**config.mk**
```make
export PLATFORM = sky130hd
export DESIGN_NAME = sms_mode_clk
export DESIGN_NICKNAME = d
export VERILOG_FILES = /design/src/rtl/sms_pkg.sv /design/src/rtl/sms_cfg_reg.sv /design/src/rtl/sms_mode_dec.sv /design/src/rtl/sms_edge_sync.sv /design/src/rtl/sms_sck_gen.sv /design/src/rtl/sms_mode_clk.sv
export SDC_FILE = /design/constraint.sdc
export NUM_CORES = 1
export LEC_CHECK = 0
export ABC_AREA = 1
export BUFFER_PORTS_ARGS = -buffer_cell sky130_fd_sc_hd__buf_2
export CORE_UTILIZATION = 54
export DETAILED_ROUTE_END_ITERATION = 7
export PLACE_DENSITY = 0.88
export SLEW_MARGIN = 20
export SYNTH_ARGS = -nofsm -noshare
export SYNTH_HDL_FRONTEND = slang
export SYNTH_SLANG_ARGS = --single-unit
```
**constraint.sdc**
```tcl
create_clock -name clk -period 2.49 [get_ports clk]
set_clock_uncertainty 0.1 [all_clocks]
set_input_delay 0.3735 -clock clk [delete_from_list [all_inputs] [get_ports clk]]
set_output_delay 0.3735 -clock clk [all_outputs]
set_load 0.02 [all_outputs]
```
**src/rtl/sms_pkg.sv**
```systemverilog
package sms_pkg;

  typedef enum logic [2:0] {
    MC_DIV_A = 3'd0,
    MC_DIV_B = 3'd1,
    MC_DIV_C = 3'd2,
    MC_SUB   = 3'd3,
    MC_TMR   = 3'd4,
    MC_SLV   = 3'd5,
    MC_I2C   = 3'd6,
    MC_IDLE  = 3'd7
  } mode_code_e;

  typedef struct packed {
    logic [2:0] mode;
    logic       uart;
    logic [1:0] deb;
    logic       en;
    logic       spare;
  } cfg_t;

  localparam cfg_t CFG_RESET = '{mode: 3'b111, uart: 1'b0, deb: 2'b00, en: 1'b0, spare: 1'b0};

  localparam int STB_W    = 5;
  localparam int STB_SPIM = 0;
  localparam int STB_SPIS = 1;
  localparam int STB_I2C  = 2;
  localparam int STB_UART = 3;
  localparam int STB_IDLE = 4;

endpackage

```
**src/rtl/sms_cfg_reg.sv**
```systemverilog
module sms_cfg_reg
  import sms_pkg::*;
(
  input  logic       clk,
  input  logic       rst,
  input  logic       wr_en,
  input  logic [7:0] wr_data,
  output cfg_t       cfg,
  output logic       restart
);

  cfg_t nxt;
  logic changes;

  always_comb begin
    nxt     = cfg_t'(wr_data);
    changes = (nxt.mode != cfg.mode) || (nxt.uart != cfg.uart) || (nxt.en != cfg.en);
  end

  always_ff @(posedge clk) begin
    if (rst) begin
      cfg     <= CFG_RESET;
      restart <= 1'b0;
    end else begin
      restart <= wr_en && changes;
      if (wr_en) cfg <= nxt;
    end
  end

endmodule

```
**src/rtl/sms_mode_dec.sv**
```systemverilog
module sms_mode_dec
  import sms_pkg::*;
(
  input  logic             clk,
  input  logic             rst,
  input  logic [2:0]       mode,
  input  logic             uart,
  input  logic [1:0]       deb,
  output logic [STB_W-1:0] strobes,
  output logic             deb_valid,
  output logic [2:0]       deb_cycles
);

  logic [STB_W-1:0] stb_d;
  logic             dv_d;
  logic [2:0]       dc_d;

  always_comb begin
    stb_d = '0;
    if (uart) begin
      stb_d[STB_UART] = 1'b1;
    end else begin
      case (mode_code_e'(mode))
        MC_SLV:  stb_d[STB_SPIS] = 1'b1;
        MC_I2C:  stb_d[STB_I2C]  = 1'b1;
        MC_IDLE: stb_d[STB_IDLE] = 1'b1;
        default: stb_d[STB_SPIM] = 1'b1;
      endcase
    end
    dv_d = !uart && (mode_code_e'(mode) == MC_I2C);
    if (!dv_d)       dc_d = 3'd0;
    else if (deb[1]) dc_d = 3'd4;
    else if (deb[0]) dc_d = 3'd2;
    else             dc_d = 3'd0;
  end

  always_ff @(posedge clk) begin
    if (rst) begin
      strobes    <= STB_W'(1) << STB_IDLE;
      deb_valid  <= 1'b0;
      deb_cycles <= 3'd0;
    end else begin
      strobes    <= stb_d;
      deb_valid  <= dv_d;
      deb_cycles <= dc_d;
    end
  end

endmodule

```
**src/rtl/sms_edge_sync.sv**
```systemverilog
module sms_edge_sync #(
  parameter int STAGES = 2
) (
  input  logic clk,
  input  logic rst,
  input  logic async_in,
  output logic rise
);

  logic [STAGES-1:0] sr;
  logic              prev;

  for (genvar i = 0; i < STAGES; i++) begin : g_stage
    if (i == 0) begin : g_first
      always_ff @(posedge clk) begin
        if (rst) sr[0] <= 1'b0;
        else     sr[0] <= async_in;
      end
    end else begin : g_next
      always_ff @(posedge clk) begin
        if (rst) sr[i] <= 1'b0;
        else     sr[i] <= sr[i-1];
      end
    end
  end

  always_ff @(posedge clk) begin
    if (rst) begin
      prev <= 1'b0;
      rise <= 1'b0;
    end else begin
      prev <= sr[STAGES-1];
      rise <= sr[STAGES-1] && !prev;
    end
  end

endmodule

```
**src/rtl/sms_sck_gen.sv**
```systemverilog
module sms_sck_gen
  import sms_pkg::*;
#(
  parameter int DIV_A = 4,
  parameter int DIV_B = 16,
  parameter int DIV_C = 64
) (
  input  logic       clk,
  input  logic       rst,
  input  logic [2:0] mode,
  input  logic       uart,
  input  logic       en,
  input  logic       restart,
  input  logic       sub_rise,
  input  logic       tmr_match,
  output logic       sck_en
);

  localparam int CW = $clog2(DIV_C);

  logic [CW-1:0] cnt;
  logic [CW-1:0] lim;
  logic          use_div;
  logic          active;
  logic          tog;

  always_comb begin
    lim     = '0;
    use_div = 1'b0;
    case (mode_code_e'(mode))
      MC_DIV_A: begin lim = CW'(DIV_A - 1); use_div = 1'b1; end
      MC_DIV_B: begin lim = CW'(DIV_B - 1); use_div = 1'b1; end
      MC_DIV_C: begin lim = CW'(DIV_C - 1); use_div = 1'b1; end
      default:  begin lim = '0;             use_div = 1'b0; end
    endcase
    active = en && !uart && (mode <= 3'(MC_TMR));
  end

  always_ff @(posedge clk) begin
    if (rst || restart || !active) begin
      cnt    <= '0;
      tog    <= 1'b0;
      sck_en <= 1'b0;
    end else begin
      sck_en <= 1'b0;
      if (use_div) begin
        if (cnt == lim) begin
          cnt    <= '0;
          sck_en <= 1'b1;
        end else begin
          cnt <= cnt + 1'b1;
        end
      end else if (mode_code_e'(mode) == MC_SUB) begin
        sck_en <= sub_rise;
      end else if (tmr_match) begin
        tog    <= !tog;
        sck_en <= tog;
      end
    end
  end

endmodule

```
**src/rtl/sms_mode_clk.sv**
```systemverilog
module sms_mode_clk
  import sms_pkg::*;
#(
  parameter int DIV_A       = 4,
  parameter int DIV_B       = 16,
  parameter int DIV_C       = 64,
  parameter int SYNC_STAGES = 2
) (
  input  logic       clk,
  input  logic       rst,
  input  logic       sub_clk,
  input  logic       tmr_match,
  input  logic       wr_en,
  input  logic [7:0] wr_data,
  output logic [7:0] cfg_rd,
  output logic       spi_m,
  output logic       spi_s,
  output logic       i2c_s,
  output logic       uart_m,
  output logic       idle_m,
  output logic       deb_valid,
  output logic [2:0] deb_cycles,
  output logic       sck_en
);

  cfg_t             cfg;
  logic             restart;
  logic             sub_rise;
  logic [STB_W-1:0] strobes;

  sms_cfg_reg u_reg (
    .clk     (clk),
    .rst     (rst),
    .wr_en   (wr_en),
    .wr_data (wr_data),
    .cfg     (cfg),
    .restart (restart)
  );

  sms_mode_dec u_dec (
    .clk        (clk),
    .rst        (rst),
    .mode       (cfg.mode),
    .uart       (cfg.uart),
    .deb        (cfg.deb),
    .strobes    (strobes),
    .deb_valid  (deb_valid),
    .deb_cycles (deb_cycles)
  );

  sms_edge_sync #(.STAGES(SYNC_STAGES)) u_sync (
    .clk      (clk),
    .rst      (rst),
    .async_in (sub_clk),
    .rise     (sub_rise)
  );

  sms_sck_gen #(.DIV_A(DIV_A), .DIV_B(DIV_B), .DIV_C(DIV_C)) u_gen (
    .clk       (clk),
    .rst       (rst),
    .mode      (cfg.mode),
    .uart      (cfg.uart),
    .en        (cfg.en),
    .restart   (restart),
    .sub_rise  (sub_rise),
    .tmr_match (tmr_match),
    .sck_en    (sck_en)
  );

  assign cfg_rd = cfg;
  assign spi_m  = strobes[STB_SPIM];
  assign spi_s  = strobes[STB_SPIS];
  assign i2c_s  = strobes[STB_I2C];
  assign uart_m = strobes[STB_UART];
  assign idle_m = strobes[STB_IDLE];

endmodule

```
# Word-level counts from Yosys, hierarchy flattened
# Index checks and enable logic that the tools add are counted.
classes:
  addsub: 1
  mux: 15
  magnitude_cmp: 1
  bitwise: 3
  eq_ne: 10
  reduce_logical: 20
op_table:
  columns: ["operator", "count"]
  rows:
  - ["$pmux 6 s3", 1]
  - ["$mux 1", 11]
  - ["$eq 3x3->1 const B", 3]
  - ["$reduce_or 3->1", 3]
  - ["$add 6x1->6 const B", 1]
  - ["$eq 3x2->1 const B", 2]
  - ["$eq 6x6->1", 1]
  - ["$mux 6", 1]
  - ["$logic_and 1x1->1", 5]
  - ["$logic_not 1->1", 4]
  - ["$logic_or 1x1->1", 4]
  - ["$reduce_or 2->1", 2]
  - ["$eq 3x1->1 const B", 1]
  - ["$le 3x3->1 const B", 1]
  - ["$logic_not 3->1", 1]
  - ["$mux 3", 1]
  - ["$ne 3x3->1", 1]
  - ["$not 1->1", 3]
  - ["$reduce_and 3->1", 1]
  - ["$mux 2", 1]
  - ["$ne 1x1->1", 2]
word_totals:
  regBits: 30
  input_bits: 13

# Logic depth before layout (Yosys ltp)
depth:
  ltp_word: 5
  mapped_depth: 9

# Modules after synthesis
# A second synthesis with hierarchy kept.
hier_totals:
  cells_unflattened: 175
  hier_area_um2: 1286.2
modules_own_cells:
  columns: ["mod", "cells_each", "area_per_inst_um2", "instances", "seq_area_each_um2"]
  rows:
  - ["sms_sck_gen", 76, 516.7, 1, 160.2]
  - ["sms_cfg_reg", 59, 392.9, 1, 180.2]
  - ["sms_mode_dec", 28, 261.5, 1, 160.2]
  - ["sms_edge_sync", 12, 115.1, 1, 80.1]

# Worst setup path before layout
# No wires, ideal clock.
synth_path:
  kind: "flip-flop to flip-flop"
  startpoint: "reg u_reg.cfg[7] (netlist name)"
  endpoint: "reg u_gen.cnt[1]"
  setup_ns: 0.117
  t_arrival_ns: 1.139
  path_buffers: 1
  path_slack_ns: 1.134
  path_stages_with_launch: 9
  cell_sequence: "dfxtp_1 > buf_4 > clkinv_2 > a21oi_1 > nor2_2 > nand2_2 > inv_2 > nand2_2 > nor2_1"
synth_via:
  elab_chain_cells: 4
  word_cells_on_any_way: 12
synth_lines:
  columns: ["element", "line_no", "source"]
  rows:
  - ["$eq 3x2->1, or another cell as far along", "sms_sck_gen.sv:30", "case (mode_code_e'(mode))"]
  - ["$pmux 6 s3 / $logic_and 1x1->1 (equally long branches)", "sms_sck_gen.sv:30, sms_sck_gen.sv:36", null]
  - ["$eq 6x6->1 / $logic_not 1->1 (equally long branches)", "sms_sck_gen.sv:47, sms_sck_gen.sv:40", null]
  - ["$mux 6 / $logic_or 1x1->1 (equally long branches)", "sms_sck_gen.sv:47, sms_sck_gen.sv:40", null]
  - ["end signal, assigned", "sms_sck_gen.sv:51", "cnt <= cnt + 1'b1;"]
  - ["end, declared", "sms_sck_gen.sv:21", "logic [CW-1:0] cnt;"]
# Several ways; a longest one is shown, not always the timed one.
# A chain may end at the register's enable or synchronous reset.

# Worst setup path after layout
layout_path:
  startpoint: "reg u_reg.cfg[7] (netlist name)"
  endpoint: "out cfg_rd[7]"
layout_rtl:
  columns: ["element", "line_no", "source"]
  rows:
  - ["end, declared", "sms_mode_clk.sv:15", "output logic [7:0] cfg_rd,"]
# No word-level cell between the ends.

==> qor.yml <==
global_routing:
  gr-total-overflow: 0
  first_global_vias: 909
  antenna_found_initial: 0
  grt_use_total_pct: 20.76
  grt_pass1_wl_microns: 3684
  grt_max_degree: 11
power:
  sw_frac_of_total_pct: 27.41
  powerDensity_nw_per_um2: 628.0
  internal_power_w: 0.0006269
  seqPwrFrac_pct: 57.2
  power_leakage_nw: 0.6656
  peakVddDrop_v: 0.0005014
  combPwrFrac_pct: 12.7
  p_sw_w: 0.0002367
  clkPwrFrac_pct: 30.1
setup_path:
  r2r_setup_slack_ns: 1.07
  cp_top_family: "flip-flops"
  crit_cells: 1
  end_kind: "output port"
  endpoint: "cfg_rd[7]"
  worst_path_largest_cell_delay_ns: 0.50
  r2r-end: "u_gen.cnt[4]"
  worstPathMaxFanout: 8
  cp-start-kind: "flop"
  r2r_cells: 7
  crit_start: "u_reg.cfg[7]"
  cp_cell_sequence: "buf_2"
  critPathSlowestCell: "dfxtp_1"
  crit_buf_inv: 1
  r2r-start: "u_reg.cfg[7]"
  worst_ep_required_time_ns: 2.02
  critPathArrivalTime_ns: 1.04
  crit_type: "reg -> out"
route:
  num_vias: 995
  final_antenna_net_count: 0
  first_iter_violations: 8
  via_per_inst: 4.830
  wl_microns: 2149
  wire_per_inst_microns: 10.43
  drc: 0
  dr.pass1.iters: 4
clock_tree:
  cts_buffers: 5
  htree_levels: 2
  postCtsHoldBufs: 0
  cts_resized: 0
  cts_tree: "done"
  clk_latency_ns: 0.32
  clk_pin_slew_ns: 0.09
  numClockSinks: 29
  cts_setup_buffers: 0
  root_buffer: "clkbuf_4"
  clk_path_buf_depth: 2
sta:
  min_period_over_period_pct: 60.94
  hold_violations: 0
  grt_setup_unrepaired: "false"
  fin_tns_setup_ns: 0
  maxSlewViolCount: 0
  fmax_ghz: 0.6590
  setup_viol: 0
  min_period_ns: 1.517
synth:
  synth_edf_count: 0
  netlist_area_sq_um: 1191
  ys_ff_latch: 29
  synthFlopType: "dfxtp_1"
  synthArstFlopShare_pct: 0
  syn_inst: 148
  synth_cell_type_count: 26
  yosysSeqAreaShare_pct: 48.74
  avgSynthCellArea_sq_um: 8.048
  ys_warn_count: 0
  syn_nets: 162
die:
  core-area_sq_um: 2022
  ios: 31
  chipWidth_microns: 48.97
  dieArea_sq_um: 2398
  rows: 16
  die_h_microns: 48.97
  start_util_pct: 58.91
placed_design:
  detailedPlacementHpwl_microns: 1679
  place_congestion: 0.8308
  port_buffers: 29
  placedCellCount: 198
layout:
  drive_gt1_share_pct: 27.93
  antennaDiodeCount: 0
  nets: 192
  area_growth_pct: 15.44
  layout.cells.non_filler: 206
  fillers: 177
hold_path:
  hold_class: "in -> reg"
job:
  max_cap_viol_count: 0
outcome:
  status: "finished clean"
per-stage QoR:
stage	worst slack [ns]	hold WS [ns]	util, %	total power, W	area, sq um
4_1_cts	0.9659	0.1620	68.01	0.0008725	1375
3_3_place_gp	1.153	0.2784	65.47	0.0006113	1324
2_1_floorplan	1.134	0.2728	-	0.0005856	1191
5_1_grt	0.9111	0.1615	68.01	0.0009109	1375
3_5_place_dp	1.087	0.2848	65.47	0.0006148	1324
6_report	0.9726	0.1719	68.01	0.0008636	1375
routing by layer:
layer / vias to the layer above / share of wire [%] / track usage [%]
met1: 440 / 47 / 24.95
met5: - / 0 / 0
li1: 521 / - / -
met4: 0 / 1.3 / 12.75
met3: 4 / 5.4 / 6.542
met2: 30 / 47 / 32.18
power by group through the flow:
| stage | Clock (W) | Sequential (W) | Combinational (W) |
|---|---|---|---|
| global placement | 0 | 0.000504 | 0.000107 |
| global route | 0.000293 | 0.000497 | 0.000122 |
| CTS | 0.000268 | 0.000494 | 0.000110 |
| detailed placement | 0 | 0.000505 | 0.000110 |
| floorplan | 0 | 0.000517 | 0.0000687 |
| finish | 0.000260 | 0.000494 | 0.000110 |
cell usage after synthesis, types with 2 or more instances:
| cell | number | area share, % |
|---|---|---|
| nor3_1 | 2 | 0.84 |
| a21oi_1 | 8 | 3.4 |
| o21ai_0 | 11 | 4.6 |
| nand2_1 | 14 | 4.4 |
| nor2_2 | 2 | 1.1 |
| nand3_1 | 6 | 2.5 |
| nand2_2 | 4 | 2.1 |
| xnor2_1 | 3 | 2.2 |
| nor3b_1 | 2 | 1.3 |
| xor2_1 | 5 | 3.7 |
| clkinv_2 | 2 | 0.84 |
| inv_2 | 3 | 0.95 |
| dfxtp_1 | 29 | 49 |
| nor2_1 | 28 | 8.8 |
| buf_4 | 4 | 2.5 |
| inv_1 | 14 | 4.4 |
| nand2_4 | 2 | 1.9 |
area by class of cell:
| cell class | count | area (sq um) | area share [%] |
|---|---|---|---|
| flip-flops and latches | 29 | 580.6 | 42.22 |
| multi-input cells | 94 | 490.5 | 35.67 |
| repair buffers | 29 | 145.1 | 10.56 |
| inverters | 19 | 73.82 | 5.369 |
| clock buffers | 6 | 41.29 | 3.003 |
| well taps | 27 | 33.78 | 2.457 |
| clock inverters | 2 | 10.01 | 0.7279 |
cell families after synthesis:
| group | synth area share [%] |
|---|---|
| simple gates | 24.79 |
| flops | 48.74 |
| buf+inv | 10.08 |
| compound gates | 9.138 |
| xor+xnor | 5.883 |
| fa+ha+maj | 1.050 |
| other cells | 0.3148 |
sequential cells by signal (all words and copies together), names as in the netlist, 2 cells and up:
signal            count
u_sync.sr             2
u_gen.cnt             6
u_reg.cfg             8
u_dec.deb_cycles      2
u_dec.strobes         5
cell usage in the layout, fill, tap and decap left out, types with 4 or more instances in the layout:
cell type	synthesis	final
nand2_1	14	14
dfxtp_1	29	29
nand3_1	6	6
xor2_1	5	5
nand2_2	4	4
buf_2	1	29
inv_1	14	14
clkbuf_4	0	5
a21oi_1	8	8
nor2_1	28	28
o21ai_0	11	11
clkinv_2	2	4
how the worst min path moves through the flow:
stage           startpoint            to  cells past startpoint
5_1_grt            sub_clk  u_sync.sr[0]                      3
2_1_floorplan  u_sync.prev   u_sync.rise                      1
3_3_place_gp   u_sync.prev   u_sync.rise                      1
4_1_cts         wr_data[3]  u_reg.cfg[3]                      3
3_5_place_dp   u_sync.prev   u_sync.rise                      1
6_report        wr_data[3]  u_reg.cfg[3]                      3
Note: power is estimated with default switching activity, not from simulation.
